[config.mk]
export PLATFORM = sky130hd
export DESIGN_NAME = mdm_status_reg
export DESIGN_NICKNAME = d
export VERILOG_FILES = /design/src/rtl/mdm_pkg.sv /design/src/rtl/mdm_sync.sv /design/src/rtl/mdm_src_sel.sv /design/src/rtl/mdm_chg_detect.sv /design/src/rtl/mdm_status_reg.sv
export SDC_FILE = /design/constraint.sdc
export NUM_CORES = 1
export LEC_CHECK = 0
export ABC_AREA = 0
export BUFFER_PORTS_ARGS = -buffer_cell sky130_fd_sc_hd__buf_2
export CORE_MARGIN = 5
export CORE_UTILIZATION = 38
export CTS_BUF_LIST = sky130_fd_sc_hd__clkbuf_2
export DETAILED_ROUTE_END_ITERATION = 12
export PLACE_DENSITY = 0.68
export SYNTH_ARGS = -nofsm -noshare
export SYNTH_HDL_FRONTEND = slang
export SYNTH_SLANG_ARGS = --single-unit
[constraint.sdc]
create_clock -name clk -period 0.97 [get_ports clk]
set_input_delay 0.097 -clock clk [delete_from_list [all_inputs] [get_ports clk]]
set_output_delay 0.097 -clock clk [all_outputs]
set_load 0.02 [all_outputs]
[src/rtl/mdm_pkg.sv]
package mdm_pkg;
  localparam int NSIG    = 4;
  localparam int IDX_CTS = 0;
  localparam int IDX_DSR = 1;
  localparam int IDX_RI  = 2;
  localparam int IDX_CD  = 3;
  // positions inside the modem control output vector
  localparam int CTL_DTR = 0;
  localparam int CTL_RTS = 1;
  localparam int CTL_AX1 = 2;
  localparam int CTL_AX2 = 3;
  typedef logic [NSIG-1:0] sig_vec_t;
endpackage

[src/rtl/mdm_sync.sv]
module mdm_sync #(
  parameter int WIDTH  = 4,
  parameter int STAGES = 2,
  parameter logic [WIDTH-1:0] RST_VAL = '1
) (
  input  logic             clk,
  input  logic             rst_n,
  input  logic [WIDTH-1:0] d_in,
  output logic [WIDTH-1:0] d_out
);
  logic [WIDTH-1:0] stage_q [STAGES];

  genvar s;
  generate
    for (s = 0; s < STAGES; s++) begin : g_stage
      logic [WIDTH-1:0] stage_d;
      if (s == 0) begin : g_first
        assign stage_d = d_in;
      end else begin : g_next
        assign stage_d = stage_q[s-1];
      end
      always_ff @(posedge clk or negedge rst_n) begin
        if (!rst_n) stage_q[s] <= RST_VAL;
        else        stage_q[s] <= stage_d;
      end
    end
  endgenerate

  assign d_out = stage_q[STAGES-1];
endmodule

[src/rtl/mdm_src_sel.sv]
module mdm_src_sel
  import mdm_pkg::*;
(
  input  sig_vec_t   pin_sync_n,
  input  logic [3:0] ctl_out,
  input  logic       loop_en,
  output sig_vec_t   level
);
  sig_vec_t loop_lvl;

  always_comb begin
    loop_lvl          = '0;
    loop_lvl[IDX_CTS] = ctl_out[CTL_RTS];
    loop_lvl[IDX_DSR] = ctl_out[CTL_DTR];
    loop_lvl[IDX_RI]  = ctl_out[CTL_AX1];
    loop_lvl[IDX_CD]  = ctl_out[CTL_AX2];
  end

  assign level = loop_en ? loop_lvl : ~pin_sync_n;
endmodule

[src/rtl/mdm_chg_detect.sv]
module mdm_chg_detect
  import mdm_pkg::*;
(
  input  logic     clk,
  input  logic     rst_n,
  input  sig_vec_t level,
  input  logic     clr,
  output sig_vec_t flags,
  output sig_vec_t evt
);
  sig_vec_t prev_q, flags_q, flags_d;

  genvar i;
  generate
    for (i = 0; i < NSIG; i++) begin : g_evt
      if (i == IDX_RI) begin : g_ri
        // pin low-to-high means active-high level falling
        assign evt[i] = prev_q[i] & ~level[i];
      end else begin : g_any
        assign evt[i] = prev_q[i] ^ level[i];
      end
    end
  endgenerate

  always_comb begin
    flags_d = clr ? '0 : flags_q;
    flags_d = flags_d | evt;
  end

  always_ff @(posedge clk or negedge rst_n) begin
    if (!rst_n) begin
      prev_q  <= '0;
      flags_q <= '0;
    end else begin
      prev_q  <= level;
      flags_q <= flags_d;
    end
  end

  assign flags = flags_q;
endmodule

[src/rtl/mdm_status_reg.sv]
module mdm_status_reg
  import mdm_pkg::*;
#(
  parameter int ADDR_W = 3,
  parameter logic [ADDR_W-1:0] REG_ADDR = 3'd6,
  parameter int SYNC_STAGES = 2
) (
  input  logic              clk,
  input  logic              rst_n,
  input  logic              cts_n,
  input  logic              dsr_n,
  input  logic              ri_n,
  input  logic              cd_n,
  input  logic              loop_en,
  input  logic [3:0]        ctl_out,
  input  logic [ADDR_W-1:0] addr,
  input  logic              rd_stb,
  input  logic              wr_stb,
  output logic [7:0]        rd_data,
  output logic              irq,
  output logic              alt_wr_stb
);
  sig_vec_t pin_raw_n, pin_sync_n, level, flags, evt;
  logic     hit, rd_hit;

  always_comb begin
    pin_raw_n          = '1;
    pin_raw_n[IDX_CTS] = cts_n;
    pin_raw_n[IDX_DSR] = dsr_n;
    pin_raw_n[IDX_RI]  = ri_n;
    pin_raw_n[IDX_CD]  = cd_n;
  end

  mdm_sync #(.WIDTH(NSIG), .STAGES(SYNC_STAGES), .RST_VAL('1)) u_sync (
    .clk(clk), .rst_n(rst_n), .d_in(pin_raw_n), .d_out(pin_sync_n)
  );

  mdm_src_sel u_sel (
    .pin_sync_n(pin_sync_n), .ctl_out(ctl_out), .loop_en(loop_en), .level(level)
  );

  mdm_chg_detect u_det (
    .clk(clk), .rst_n(rst_n), .level(level), .clr(rd_hit),
    .flags(flags), .evt(evt)
  );

  assign hit        = (addr == REG_ADDR);
  assign rd_hit     = rd_stb & hit;
  assign alt_wr_stb = wr_stb & hit;
  assign rd_data    = rd_hit ? {level, flags} : 8'h00;
  assign irq        = |flags;
endmodule

Word level (Yosys, flattened, before mapping):

Index checks and enable logic that the tools add are counted.

* add/sub/neg operators: 0
* equality and inequality tests: 1
* $lt $le $gt $ge: 0
* bitwise operators: 9
* reductions and logical operators: 1
* divide/modulo/power cells: 0
* $mul: 0
* muxes and demuxes: 3
* shifts and indexed selects: 0

Operator list (number)
* $mux 4: 2
* $mux 8: 1
* $not 4->4: 1
* $or 4x4->4: 1
* $reduce_or 4->1: 1
* $and 1x1->1: 3
* $eq 3x3->1 const B: 1
* $xor 1x1->1: 3
* $not 1->1: 1

* input bits: 16
* RAM bits: 0
* latch bits: 0
* memories: 0
* logic and storage cells: 18
* bits in registers: 16
* ROM bits: 0

Longest topological paths before layout:

* depth in word-level cells: 5
* gate-level depth with buffers: 3

Cells and area by module:

From an unflattened synthesis, not the netlist that was laid out.

* cells, all modules: 45
* area total of the unflattened synthesis: 601.8 um^2

Modules (own cells, without submodules)
* mdm_chg_detect: sequential area each 200.2 um^2, times used 1, area each 266.5 um^2, cells each 17
* mdm_sync: sequential area each 210.2 um^2, times used 1, area each 210.2 um^2, cells each 8
* mdm_status_reg: sequential area each 0.0 um^2, times used 1, area each 90.1 um^2, cells each 12
* mdm_src_sel: sequential area each 0.0 um^2, times used 1, area each 35.0 um^2, cells each 8

Least setup slack after synthesis:

Ideal clock, no wire load.

* kind: flip-flop to output port
* start: register u_det.flags_q[1], in the netlist u_det.flags[1]
* end: output irq
* data required time: 0.873 ns
* slack: -0.118 ns
* cell stages (with the launch flop): 2
* arrival: 0.991 ns
* path buffers: 0
* cell sequence: dfrtp_1 > or4_1

* cells in the longest elaborated chain, start to end: 1

RTL lines
* from (decl): RTL line mdm_chg_detect.sv:11 `sig_vec_t prev_q, flags_q, flags_d;`
* from (signal assigned): RTL line mdm_chg_detect.sv:36 `flags_q <= flags_d;`
* $reduce_or 4->1: RTL line mdm_status_reg.sv:51 `assign irq = |flags;`
* to (decl): RTL line mdm_status_reg.sv:20 `output logic irq,`

Every way passes these cells.

Worst setup path in the final report:

* start: register u_det.flags_q[2], in the netlist u_det.flags[2]
* end: output irq

Same word-level chain as after synthesis.

==> metrics <==
Buf/Inv on CP 1; CTS tree built; Clock Tree Buf Depth 2; vias per cell 4.80; worst-path maximum fanout 2; GRT Util Overall approximately 13%; hpwl dp approximately 850 um; # IOs 26; Chip Height just over 50 um; dpl cells 101; Max Fclk ~680 MHz; Synth cell types 17; synthesis-stage register bit count 16; worst path arrival time about 1400 ps; Max VDD drop a little over 1000 uV; Num CTS Buffers 3; setup slack after layout -495 ps; Comb power frac roughly 18%; Fin Hold WS 85.8 ps; Final min period 1470 ps; DP Area a little over 800 um2; Pins Over Slew Limit 0; final-report setup violation count 11; initial core utilization about two fifths; Internal 0.000939 W; largest net degree at the start of global routing 17; WL final ~1300 um; Pleak slightly below 0.5 nW; WL per Instance approximately 12 um; syn_nets 70; MaxCap Viol Count 0; final hold violations 0; CTS Sinks 16; worst slew margin relative to its limit 77.3%; antenna violations before repair 0; n_diodes 0; final core utilization about two thirds; Vias roughly 540; Clock Power Share a little under a quarter; net switching power 0.000312 W; FP Rows 14; Synth-to-Final Area Change 60.4%; delay-heaviest family, CP simple AND/OR/NAND/NOR gates; grt total ovfl 0; CP startpoint kind flip-flop; Synth Cell Area between 600 and 700 um2; Routed Antenna Nets 0; period utilization 151%; root buffer cell clkbuf_2; Horiz. Die Dim just over 50 um; slowest CP cell or4_4; Nets ~110; RSZ-0062 raised after global routing yes; Final Non-Filler Cells ~110; # H-tree levels 1; fin area 0.00100 mm2; Post-Synthesis Cells 54; # DRC 0; Worst-Skew Late Latency between 200 and 300 ps; critical path, cell by cell or4_4 -> buf_6; first-pass GRT wire length 2490 um; Final GP Congestion 0.661; Mapped Avg Cell Area about 12 um2; Final Power ~0.0013 W; Seq pwr share just under 60%; layout cells sized above 1 61.5%; warnings from Yosys 0; slowest cell delay on critical path around 540 ps; vias in the first global route 578; clock slew at reported path FFs approximately 140 ps; CP Data Required Time between 800 and 900 ps; pwr dens 1250 mW/mm2; sw frac 24.9%; Fin Clk Skew between 0.5 and 0.6 ps; Worst Setup End Kind output port; drt pass-1 iters 4; HP Class input pin to flip-flop; PortBufs 25; Core Footprint 0.00154 mm2; Die ar. around 0.0026 mm2; sequential-to-total area share from yosys stat about 66%; failing checks negative setup slack; status finished, violations left; iteration-0 DRC count of the detailed router 7; Worst Max-Slew Pin Slew 340 ps; CP Class flip-flop to output port
## worst min-delay path: cells and delay by family
family	cells	cell delay (ps)
buffers and inverters	1	70
AND/OR/NAND/NOR	2	170
## worst paths after layout
| path | slack, ps | depth (start not counted) | end | start |
|---|---|---|---|---|
| max in group asynchronous | 450 | 2 | u_sync.d_out[1]$_DFF_PN1_ | rst_n |
| worst max register to register | -80 | 4 | u_det.flags[2]$_DFF_PN0_ | u_sync.d_out[2]$_DFF_PN1_ |
| worst min register to register | 370 | 0 | u_sync.d_out[1]$_DFF_PN1_ | u_sync.g_stage[1].stage_d[1]$_DFF_PN1_ |
| worst min-delay path | 90 | 3 | u_det.prev_q[0]$_DFF_PN0_ | ctl_out[1] |
| min in group asynchronous | 220 | 2 | u_det.prev_q[3]$_DFF_PN0_ | rst_n |
| worst max-delay path | -500 | 2 | irq | u_det.flags[2]$_DFF_PN0_ |
## metal layers
metal	vias to the layer above	global-route usage (%)	share of wire, %
li1	265	-	-
met1	251	14.0	38
met2	22	22.5	52
met3	0	4.73	10
met4	0	2.55	0
met5	-	0	0
## sequential cells by signal, indices dropped and copies added (netlist names)
register	cells
u_det.flags	4
u_sync.d_out	4
u_det.prev_q	4
u_sync.g_stage.stage_d	4
## cell usage after synthesis
library cell	instances	area share, %
or2_4	2	2.8
a21o_1	3	3.6
nor2b_1	1	1.0
or2_1	1	1.0
dfrtp_1	8	32
dfstp_2	8	34
nand3_1	6	4.8
and3_1	2	2.0
nand4b_1	1	1.4
nor2_1	1	0.60
inv_1	2	1.2
and2_1	4	4.0
a22o_1	1	1.4
a21oi_1	3	2.4
mux2i_1	1	1.6
or4_1	1	1.2
nand2_1	9	5.4
## layout make-up
cell class / instances / area, um2
fillers: 123 / 538
multi-input cells: 36 / 251
repair buffers: 38 / 295
well taps: 16 / 20.0
clock inverters: 1 / 3.75
clock buffers: 3 / 15.0
inverters: 2 / 7.51
flip-flops and latches: 16 / 410
## power groups by stage
stage	combinational [W]	sequential, W	clock [W]
global placement	0.000162	0.000748	0
floorplan	0.0000759	0.000748	0
CTS	0.000225	0.000739	0.000297
finish	0.000225	0.000740	0.000286
detailed placement	0.000165	0.000750	0
global route	0.000252	0.000746	0.000341
## kinds of logic (layout without fill, tap and decap cells)
family                 count (synthesis)  after routing  share of synthesized area [%]
flip-flops                            16             16                           65.6
AND/OR/NAND/NOR                       28             28                           24.2
buffers and inverters                  2             44                           1.20
AO/OA/AOI/OAI                          7              7                           7.40
multiplexers                           1              1                           1.60
## layout by cell type, fill, tap and decap left out, types with 3 or more instances in the layout
master	n
clkbuf_2	3
buf_6	10
buf_4	7
dfrtp_1	8
or2_4	3
nand3_1	5
dlygate4sd3_1	5
buf_2	16
nand2_1	9
and2_4	4
dfstp_2	8
a21o_1	3
## per-stage QoR
stage	TNS (ps)	worst slack, ps
6_report	-2690	-495
5_1_grt	-3540	-569
4_1_cts	-3120	-495
3_5_place_dp	-281	-167
3_3_place_gp	-244	-160
2_1_floorplan	-61.2	-61.2
## what timing repair did
| action | CTS | global route |
|---|---|---|
| pin swaps | 3 | 4 |
| endpoints found under the setup margin | 12 | 13 |
| hold endpoints to repair | 20 | 0 |
| setup buffers | 5 | 2 |
| resized for setup | 25 | 6 |
| hold buffers | 5 | 0 |
(Power assumes the default switching activity.)
